**src/rtl/wdt_pkg.sv**
```systemverilog
package wdt_pkg;

  typedef enum logic [1:0] {
    PM_RUN  = 2'd0,
    PM_HALT = 2'd1,
    PM_STOP = 2'd2
  } pm_e;

  localparam logic WR_MODE = 1'b0;
  localparam logic WR_SEL  = 1'b1;

  localparam int unsigned TOP_STEP = 8;  // code 111 skips one doubling

  function automatic int unsigned tick_exp(input logic [2:0] code,
                                           input int unsigned base_exp,
                                           input int unsigned cnt_w);
    int unsigned off;
    off = (code == 3'b111) ? TOP_STEP : int'(code);
    return base_exp - cnt_w + off;
  endfunction

endpackage

```
**src/rtl/wdt_prescale.sv**
```systemverilog
module wdt_prescale #(
  parameter int unsigned PRE_W = 12,
  localparam int unsigned EXP_W = $clog2(PRE_W + 1)
) (
  input  logic             clk_i,
  input  logic             rst_ni,
  input  logic             en_i,
  input  logic [EXP_W-1:0] exp_i,
  output logic             tick_o
);

  logic [PRE_W-1:0] pre_q;
  logic [PRE_W-1:0] mask;

  always_ff @(posedge clk_i or negedge rst_ni) begin
    if (!rst_ni)   pre_q <= '0;
    else if (en_i) pre_q <= pre_q + 1'b1;
  end

  // tick on the increment that carries out of bit exp_i-1
  always_comb begin
    mask   = ~({PRE_W{1'b1}} << exp_i);
    tick_o = en_i && ((pre_q & mask) == mask);
  end

endmodule

```
**src/rtl/wdt_timeout.sv**
```systemverilog
module wdt_timeout #(
  parameter int unsigned CNT_W = 8
) (
  input  logic clk_i,
  input  logic rst_ni,
  input  logic restart_i,
  input  logic active_i,
  input  logic tick_i,
  output logic expire_o
);

  localparam logic [CNT_W-1:0] CNT_MAX = {CNT_W{1'b1}};

  logic [CNT_W-1:0] cnt_q;
  logic             done_q;
  logic             step;

  assign step     = active_i && tick_i && !done_q && !restart_i;
  assign expire_o = step && (cnt_q == CNT_MAX);

  always_ff @(posedge clk_i or negedge rst_ni) begin
    if (!rst_ni) begin
      cnt_q  <= '0;
      done_q <= 1'b0;
    end else if (restart_i) begin
      cnt_q  <= '0;
      done_q <= 1'b0;
    end else if (step) begin
      if (cnt_q == CNT_MAX) done_q <= 1'b1;
      else                  cnt_q  <= cnt_q + 1'b1;
    end
  end

endmodule

```
**src/rtl/wdt_regs.sv**
```systemverilog
module wdt_regs
  import wdt_pkg::*;
(
  input  logic       clk_i,
  input  logic       rst_ni,
  input  logic       wr_en_i,
  input  logic       wr_addr_i,
  input  logic [2:0] wr_data_i,
  output logic       run_o,
  output logic       en_o,
  output logic       act_o,
  output logic [2:0] sel_o,
  output logic       restart_o
);

  logic wr_mode, wr_sel;

  assign wr_mode   = wr_en_i && (wr_addr_i == WR_MODE);
  assign wr_sel    = wr_en_i && (wr_addr_i == WR_SEL);
  assign restart_o = wr_mode && wr_data_i[2];

  always_ff @(posedge clk_i or negedge rst_ni) begin
    if (!rst_ni) begin
      run_o <= 1'b0;
      en_o  <= 1'b0;
      act_o <= 1'b0;
      sel_o <= 3'b000;
    end else begin
      if (wr_sel) sel_o <= wr_data_i;
      if (wr_mode) begin
        // run doubles as the lock for enable/action
        if (!run_o) begin
          en_o  <= wr_data_i[1];
          act_o <= wr_data_i[0];
        end
        if (wr_data_i[2]) run_o <= 1'b1;
      end
    end
  end

endmodule

```
**src/rtl/wdt_top.sv**
```systemverilog
module wdt_top
  import wdt_pkg::*;
#(
  parameter int unsigned BASE_EXP = 12,
  parameter int unsigned CNT_W    = 8
) (
  input  logic       clk_i,
  input  logic       rst_ni,
  input  logic       wr_en_i,
  input  logic       wr_addr_i,
  input  logic [2:0] wr_data_i,
  input  logic       halt_i,
  input  logic       stop_i,
  input  logic       sub_clk_i,
  output logic       rst_req_o,
  output logic       nmi_req_o,
  output logic       run_o,
  output logic       wdt_en_o,
  output logic       act_rst_o,
  output logic [2:0] sel_o
);

  localparam int unsigned PRE_W = BASE_EXP - CNT_W + TOP_STEP;
  localparam int unsigned EXP_W = $clog2(PRE_W + 1);

  pm_e              pm;
  logic             cnt_en;
  logic             restart;
  logic             tick;
  logic             expire;
  logic [EXP_W-1:0] exp_sel;

  always_comb begin
    if (stop_i)      pm = PM_STOP;
    else if (halt_i) pm = PM_HALT;
    else             pm = PM_RUN;
  end

  assign cnt_en  = (pm != PM_STOP) && !sub_clk_i;
  assign exp_sel = EXP_W'(tick_exp(sel_o, BASE_EXP, CNT_W));

  wdt_regs u_regs (
    .clk_i     (clk_i),
    .rst_ni    (rst_ni),
    .wr_en_i   (wr_en_i),
    .wr_addr_i (wr_addr_i),
    .wr_data_i (wr_data_i),
    .run_o     (run_o),
    .en_o      (wdt_en_o),
    .act_o     (act_rst_o),
    .sel_o     (sel_o),
    .restart_o (restart)
  );

  wdt_prescale #(.PRE_W(PRE_W)) u_pre (
    .clk_i  (clk_i),
    .rst_ni (rst_ni),
    .en_i   (cnt_en),
    .exp_i  (exp_sel),
    .tick_o (tick)
  );

  wdt_timeout #(.CNT_W(CNT_W)) u_tmo (
    .clk_i     (clk_i),
    .rst_ni    (rst_ni),
    .restart_i (restart),
    .active_i  (run_o && wdt_en_o),
    .tick_i    (tick),
    .expire_o  (expire)
  );

  always_ff @(posedge clk_i or negedge rst_ni) begin
    if (!rst_ni) begin
      rst_req_o <= 1'b0;
      nmi_req_o <= 1'b0;
    end else begin
      rst_req_o <= expire && act_rst_o;
      nmi_req_o <= expire && !act_rst_o;
    end
  end

endmodule

```
**config.mk**
```make
export PLATFORM = sky130hd
export DESIGN_NAME = wdt_top
export DESIGN_NICKNAME = d
export VERILOG_FILES = /design/src/rtl/wdt_pkg.sv /design/src/rtl/wdt_prescale.sv /design/src/rtl/wdt_timeout.sv /design/src/rtl/wdt_regs.sv /design/src/rtl/wdt_top.sv
export SDC_FILE = /design/constraint.sdc
export NUM_CORES = 1
export LEC_CHECK = 0
export BUFFER_PORTS_ARGS = -buffer_cell sky130_fd_sc_hd__buf_2
export CORE_AREA = 4 4 67 69
export CTS_CLUSTER_DIAMETER = 120
export DETAILED_ROUTE_END_ITERATION = 10
export DIE_AREA = 0 0 71 73
export SLEW_MARGIN = 20
export SYNTH_ARGS = -nofsm -noshare
export SYNTH_HDL_FRONTEND = slang
export SYNTH_SLANG_ARGS = --single-unit
```
**constraint.sdc**
```tcl
create_clock -name clk_i -period 3.9 [get_ports clk_i]
set_clock_uncertainty 0.2 [all_clocks]
set_input_delay 0.39 -clock clk_i [delete_from_list [all_inputs] [get_ports clk_i]]
set_output_delay 0.39 -clock clk_i [all_outputs]
set_load 0.02 [all_outputs]
```
==> results of run 1 <==
[registers in the layout (all words and copies together) (netlist names)]
signal and flops:
u_regs.en_o 1, u_regs.act_o 1, nmi_req_o 1, u_regs.run_o 1
u_tmo.done_q 1, u_regs.sel_o 3, u_tmo.cnt_q 8, rst_req_o 1
u_pre.pre_q 12
[synth_stat cells, types with 3 or more instances]
cell | instances | area share
dfrtp_1 | 29 | 0.51
nor2_1 | 9 | 0.024
xnor2_1 | 8 | 0.050
nand2_1 | 7 | 0.019
nand4_1 | 7 | 0.031
a21oi_1 | 6 | 0.021
mux2_2 | 6 | 0.048
nand3_1 | 6 | 0.021
a31oi_1 | 4 | 0.018
inv_1 | 4 | 0.011
a211oi_1 | 3 | 0.016
ha_1 | 3 | 0.027
nand2b_1 | 3 | 0.013
o31ai_1 | 3 | 0.016
xor2_1 | 3 | 0.019
[kinds of logic (layout without fill, tap and decap cells)]
logic type,count (synthesis),count (layout),share of synthesized area
adders and majority gates,3,3,0.0266
xor gates and xnor gates,11,11,0.0681
DFF,29,29,0.513
muxes,7,7,0.0549
buffers and inverters,5,29,0.0159
AOI/OAI and AO/OA,23,23,0.112
and+or+nand+nor,50,50,0.210
[cells in the final DEF, fill, tap and decap left out, types with 4 or more instances in the layout]
| cell | count |
|---|---|
| mux2_2 | 6 |
| nand3_1 | 6 |
| nand2_1 | 7 |
| buf_2 | 16 |
| xnor2_1 | 8 |
| a31oi_1 | 4 |
| a21oi_1 | 6 |
| inv_1 | 4 |
| clkbuf_8 | 6 |
| nand4_1 | 7 |
| dfrtp_1 | 29 |
| nor2_1 | 9 |
[power groups by stage]
stage | clock network (W) | logic (W) | registers [W]
2_1_floorplan | 0 | 0.0000690 | 0.000403
3_3_place_gp | 0 | 0.000118 | 0.000399
3_5_place_dp | 0 | 0.000122 | 0.000401
4_1_cts | 0.000328 | 0.000123 | 0.000396
5_1_grt | 0.000344 | 0.000135 | 0.000405
6_report | 0.000318 | 0.000120 | 0.000396
[metrics by stage]
| stage | area, um^2 | utilization |
|---|---|---|
| CTS | 1680 | 0.428 |
| global placement | 1550 | 0.396 |
| global route | 1680 | 0.428 |
| detailed placement | 1550 | 0.396 |
| finish | 1680 | 0.428 |
| floorplan | 1410 | - |
[area by class of cell]
class	instances	area, um^2
Sequential cell	29	726
Fill cell	388	2240
Tap cell	50	62.6
Clock buffer	7	86.3
Clock inverter	1	30.0
Inverter	4	15.0
Multi-Input combinational cell	94	666
Timing Repair Buffer	17	90.1
[worst max path at each step]
stage                          startpoint                          to  cells past startpoint
2_1_floorplan  u_tmo.cnt_q[0]$_DFFE_PN0P_  u_tmo.cnt_q[3]$_DFFE_PN0P_                      6
3_3_place_gp   u_tmo.cnt_q[0]$_DFFE_PN0P_  u_tmo.cnt_q[5]$_DFFE_PN0P_                      6
3_5_place_dp   u_tmo.cnt_q[0]$_DFFE_PN0P_  u_tmo.cnt_q[5]$_DFFE_PN0P_                      6
4_1_cts        u_tmo.cnt_q[0]$_DFFE_PN0P_  u_tmo.cnt_q[5]$_DFFE_PN0P_                      6
5_1_grt        u_tmo.cnt_q[0]$_DFFE_PN0P_  u_tmo.cnt_q[5]$_DFFE_PN0P_                      6
6_report       u_tmo.cnt_q[0]$_DFFE_PN0P_  u_tmo.cnt_q[5]$_DFFE_PN0P_                      6
[metal layers]
metal | up-vias | track usage | part of all wire | wire, um
met5 | - | 0 | 0 | 0
met4 | 0 | 0.0585 | 0.027 | 76
met3 | 7 | 0.0606 | 0.057 | 162
met2 | 25 | 0.185 | 0.47 | 1350
met1 | 501 | 0.155 | 0.44 | 1270
li1 | 519 | - | - | -
==> results by group, run 1 <==
Pwr
  • Sw power: 0.000228 W
  • Combinational share of power: 0.144
  • Power Dens Cells: between 400 and 500 mW/mm^2
  • Int Pwr: around 0.00061 W
  • Seq pwr share: 0.475
  • Tot Pwr: 0.000834 W
  • Peak supply drop: 0.305 mV
  • Clock power frac: 0.382
  • Switching Fraction: 0.273
  • Pleak: 0.730 nW

Timing
  • F_max: 419 MHz
  • Fin crit share: 0.612
  • Max-slew violation count: 0
  • Endpoints failing hold: 0
  • Final worst setup slack: 1.51 ns
  • Tmin final: 2.39 ns
  • Total negative setup slack: 0 ns
  • Worst hold slack: 0.154 ns
  • Actual slew at the worst max-slew pin: approximately 0.7 ns
  • # setup viols final: 0
  • Rel. slew slack: 0.533
  • RSZ-0062 raised after global routing: no

Critical path
  • Crit path cell chain: ha_1, nand3_1, or3_1, nand3_1, nor4b_1, mux2i_1
  • R2R cell count: 6
  • Critical-path top delay cell: nor4b_1
  • CP bufs+invs: 0
  • Worst EP required: ~4 ns
  • Worst setup EP type: flip-flop
  • Worst reg-to-reg setup slack: 1.51 ns
  • Arr. time, crit path: 2.39 ns
  • Startpoint Class: flip-flop
  • Max incr delay on CP: around 0.55 ns
  • Setup CP Type: flip-flop to flip-flop
  • Reg2reg end: u_tmo.cnt_q[5]$_DFFE_PN0P_
  • CP delay by family, top: simple AND/OR/NAND/NOR gates
  • FF-to-FF Start: u_tmo.cnt_q[0]$_DFFE_PN0P_
  • CP max FO: 8
  • Crit path top cell by count: nand3_1

Layout
  • Fin nets: around 160
  • Area Growth Syn to Fin: 18.5%
  • Antenna cells: 0
  • Post-route insts no fill: 202
  • Layout cell share with drive strength beyond 1: 0.230

Placed design
  • Gp weighted congestion: 0.813
  • Port bufs: 16
  • Dpl ws: between 1.5 and 2 ns
  • HPWL Detailed: 2080 um
  • Cells after DPL: 193

Run
  • Max-Cap Viols: 0

Clock tree
  • Root Buffer: clkbuf_8
  • Reg clk slew, reported paths: 0.06 ns
  • Worst skew pair latency: 0.28 ns
  • PostCTS Resize Cnt: 0
  • CTS tree: done
  • Num CTS Buffers: 5
  • Post-CTS Repair Setup Buffers: 0
  • Clk sinks: 29
  • H-Tree Depth: 2
  • Hold_buf cts: 1
  • Clk buf depth: 2

Drt
  • Post-route ant nets: 0
  • TritonRoute pass-1 iters: 4
  • Post-route DRC: 0
  • WL final: 2860 um
  • Iteration-0 DRC Markers: 66
  • DR vias: ~1.1k
  • Routed len/inst: 14.1 um
  • Via-to-Cell Ratio: 5.21

Synth
  • Seq/Total Area, Yosys: 0.513
  • Fraction of registers with async set/reset: 1.00
  • Library cells used by synthesis: 40
  • Synthesized instance count: roughly 130
  • Syn. warnings: 0
  • Yosys reg bits: 29
  • Number of flops mapped to enable cells by yosys: 0
  • Synthesized area: 0.00141 mm^2
  • Syn Nets: between 100 and 150
  • Mean Syn Cell Area: 11.0 um^2
  • Ys flop type: dfrtp_1

Global routing
  • GR Overflow Total: 0
  • Vias in the first global route: 1060
  • Initial antenna violation count: 0
  • First-pass GRT wire length: roughly 5000 um
  • GR Util All Layers: 0.126
  • Largest net degree at the start of global routing: 30

Floorplan
  • Height of the chip: roughly 73 um
  • Core area: 0.00391 mm^2
  • Initial Util: 0.361
  • Die area: ~0.0052 mm^2
  • Cell row count: 23
  • Chip width: 71 um
  • IO Pins: 18

Min path
  • Hold Crit Start: wr_data_i[1]
  • Hold WC Path Type: input port to flip-flop
  • Hold path cells: 2
  • Worst Hold Path EP: u_regs.sel_o[1]$_DFFE_PN0P_

Outcome
  • Status: completed
Power figures use the tool's default switching activity.
==> run 2: changes to the inputs <==
==> constraint.sdc (replaced) <==
create_clock -name clk_i -period 2 [get_ports clk_i]
set_clock_uncertainty 0.2 [all_clocks]
set_input_delay 0.2 -clock clk_i [delete_from_list [all_inputs] [get_ports clk_i]]
set_output_delay 0.2 -clock clk_i [all_outputs]
set_load 0.02 [all_outputs]
==> results by group, run 2 (same netlist as run 1, synthesis figures left out) <==
Layout
  • Final Instance Area: 0.00182 mm^2 (was 0.00168 mm^2)
  • Post-route insts no fill: 219 (was 202)
  • Fin nets: 181 (was 164)
  • Commonest non-fill, non-tap cell in the layout: dfrtp_1 (unchanged)
  • Max reg flops: 12 (unchanged)
  • Most flop-heavy register: u_pre.pre_q (unchanged)
  • Area Growth Syn to Fin: 28.9% (was 18.5%)
  • Antenna cells: 0 (unchanged)
  • Commonest cells after routing, fill and taps aside: dfrtp_1 (29), buf_2 (16), buf_4 (14) (was dfrtp_1 (29), buf_2 (16), nor2_1 (9))
  • Layout Utilization: 0.466 (was 0.428)
  • Layout cell share with drive strength beyond 1: 0.325 (was 0.230)
  • Biggest regs: u_pre.pre_q x12, u_tmo.cnt_q x8, u_regs.sel_o x3 (unchanged)

Min path
  • Hold Crit Start: wr_en_i (was wr_data_i[1])
  • Worst Hold Path EP: u_regs.run_o$_DFFE_PN0P_ (was u_regs.sel_o[1]$_DFFE_PN0P_)
  • Hold WC Path Type: input port to flip-flop (unchanged)
  • Hold path cells: 3 (was 2)

Timing
  • # setup viols final: 0 (unchanged)
  • Max-slew violation count: 0 (unchanged)
  • F_max: 509 MHz (was 419 MHz)
  • Fin crit share: 0.983 (was 0.612)
  • Worst hold slack: 0.114 ns (was 0.154 ns)
  • Actual slew at the worst max-slew pin: 0.662 ns (was 0.694 ns)
  • Rel. slew slack: 0.559 (was 0.533)
  • RSZ-0062 raised after global routing: yes (was no)
  • Tmin final: 1.97 ns (was 2.39 ns)
  • Endpoints failing hold: 0 (unchanged)

Global routing
  • Vias in the first global route: 1139 (was 1060)
  • Initial antenna violation count: 0 (unchanged)
  • GR Overflow Total: 0 (unchanged)
  • Largest net degree at the start of global routing: 30 (unchanged)
  • First-pass GRT wire length: 5180 um (was 4970 um)
  • GR Util All Layers: 0.135 (was 0.126)

Placed design
  • HPWL Detailed: 2230 um (was 2080 um)
  • Placed Area: 0.00164 mm^2 (was 0.00155 mm^2)
  • Cells after DPL: 205 (was 193)
  • Port bufs: 16 (unchanged)
  • Gp weighted congestion: 0.770 (was 0.813)

Critical path
  • R2R cell count: 6 (unchanged)
  • Max incr delay on CP: 0.43 ns (was 0.55 ns)
  • CP delay by family, top: compound AO/OA/AOI/OAI gates (was simple AND/OR/NAND/NOR gates)
  • FF-to-FF Start: u_regs.sel_o[1]$_DFFE_PN0P_ (was u_tmo.cnt_q[0]$_DFFE_PN0P_)
  • CP max FO: 7 (was 8)
  • Reg2reg end: u_tmo.cnt_q[5]$_DFFE_PN0P_ (unchanged)
  • Critical-path top delay cell: dfrtp_1 (was nor4b_1)
  • Worst reg-to-reg setup slack: 0.03 ns (was 1.51 ns)
  • Crit path cell chain: nand2_1, a21oi_1, o31a_1, buf_4, nor4b_2, mux2i_1 (was ha_1, nand3_1, or3_1, nand3_1, nor4b_1, mux2i_1)
  • Startpoint Class: flip-flop (unchanged)
  • Arr. time, crit path: 1.97 ns (was 2.39 ns)
  • CP bufs+invs: 1 (was 0)
  • Worst EP required: 2.01 ns (was 3.91 ns)
  • Setup CP Type: flip-flop to flip-flop (unchanged)
  • Worst setup EP type: flip-flop (unchanged)

Drt
  • WL final: 3130 um (was 2860 um)
  • DR vias: 1155 (was 1052)
  • Routed len/inst: 14.3 um (was 14.1 um)
  • Post-route ant nets: 0 (unchanged)
  • TritonRoute pass-1 iters: 4 (unchanged)
  • Post-route DRC: 0 (unchanged)
  • Iteration-0 DRC Markers: 50 (was 66)
  • Via-to-Cell Ratio: 5.27 (was 5.21)

Clock tree
  • CTS tree: done (unchanged)
  • Root Buffer: clkbuf_8 (unchanged)
  • Num CTS Buffers: 5 (unchanged)
  • Clk buf depth: 2 (unchanged)
  • Reg clk slew, reported paths: 0.06 ns (about the same)
  • Clk sinks: 29 (unchanged)
  • H-Tree Depth: 2 (unchanged)
  • Worst skew pair latency: 0.28 ns (about the same)

Pwr
  • Pleak: 0.811 nW (was 0.730 nW)
  • Power Dens Cells: 891 mW/mm^2 (was 498 mW/mm^2)
  • Peak supply drop: 0.492 mV (was 0.305 mV)
  • Tot Pwr: 0.00162 W (was 0.000834 W)

Floorplan
  • Initial Util: 0.361 (unchanged)
  • Core area: 0.00391 mm^2 (unchanged)
  • IO Pins: 18 (unchanged)
  • Cell row count: 23 (unchanged)
  • Die area: 0.00518 mm^2 (unchanged)
  • Height of the chip: 73 um (unchanged)
  • Chip width: 71 um (unchanged)

Outcome
  • Status: completed (unchanged)

Run
  • Max-Cap Viols: 0 (unchanged)
## run 2: cell type report
| class | instances | area (um^2) |
|---|---|---|
| sequential | 29 | 726 |
| clock buffer | 7 | 96.3 |
| clock inverter | 1 | 5.00 |
| fill | 386 | 2090 |
| timing repair buffer | 34 | 225 |
| multi-input combinational | 94 | 693 |
| inverter | 4 | 15.0 |
| tap | 50 | 62.6 |
## run 2: worst max-delay path by stage
| stage | start | end | cells after the start |
|---|---|---|---|
| final | u_regs.sel_o[1]$_DFFE_PN0P_ | u_tmo.cnt_q[5]$_DFFE_PN0P_ | 6 |
| after global routing | u_regs.sel_o[1]$_DFFE_PN0P_ | u_tmo.cnt_q[5]$_DFFE_PN0P_ | 6 |
| after CTS | u_pre.pre_q[0]$_DFFE_PN0P_ | u_tmo.cnt_q[3]$_DFFE_PN0P_ | 6 |
| after detailed placement | u_pre.pre_q[0]$_DFFE_PN0P_ | u_tmo.cnt_q[5]$_DFFE_PN0P_ | 6 |
| after global placement | u_pre.pre_q[0]$_DFFE_PN0P_ | u_tmo.cnt_q[5]$_DFFE_PN0P_ | 6 |
| after floorplan | u_tmo.cnt_q[0]$_DFFE_PN0P_ | u_tmo.cnt_q[3]$_DFFE_PN0P_ | 6 |
## run 2: through the flow
stage          worst slack, ns  TNS [ns]
4_1_cts               0.000544         0
5_1_grt                -0.0648    -0.116
2_1_floorplan           0.0361         0
3_3_place_gp            0.0211         0
3_5_place_dp          -0.00116  -0.00116
6_report                0.0348         0
## run 2: worst reg2reg max path: cells and delay by family, from the launching register on
kind                   cells  cell delay (ns)
muxes                      1             0.21
buffers and inverters      1             0.17
AOI/OAI and AO/OA          2             0.45
DFF                        1             0.43
and+or+nand+nor            2             0.44
## run 2: repair_timing
action | in CTS | in global routing
hold buffers | 4 | 0
setup buffers | 0 | 2
endpoints found under the hold margin | 34 | 0
pin swaps | 0 | 2
endpoints found under the setup margin | 1 | 5
gates resized for setup | 1 | 5
## run 2: power breakdown
part	total, W	internal (W)	switching (W)
sequential	0.000741	0.000666	0.0000750
combinational	0.000352	0.000175	0.000177
clock	0.000532	0.000310	0.000222
total	0.00162	0.00115	0.000474
## run 2: layer usage
layer | up-vias | GRT usage | wire, um
met4 | 0 | 0.0689 | 51
met3 | 8 | 0.0496 | 119
met5 | - | 0 | 0
met2 | 19 | 0.221 | 1660
met1 | 575 | 0.155 | 1300
li1 | 553 | - | -
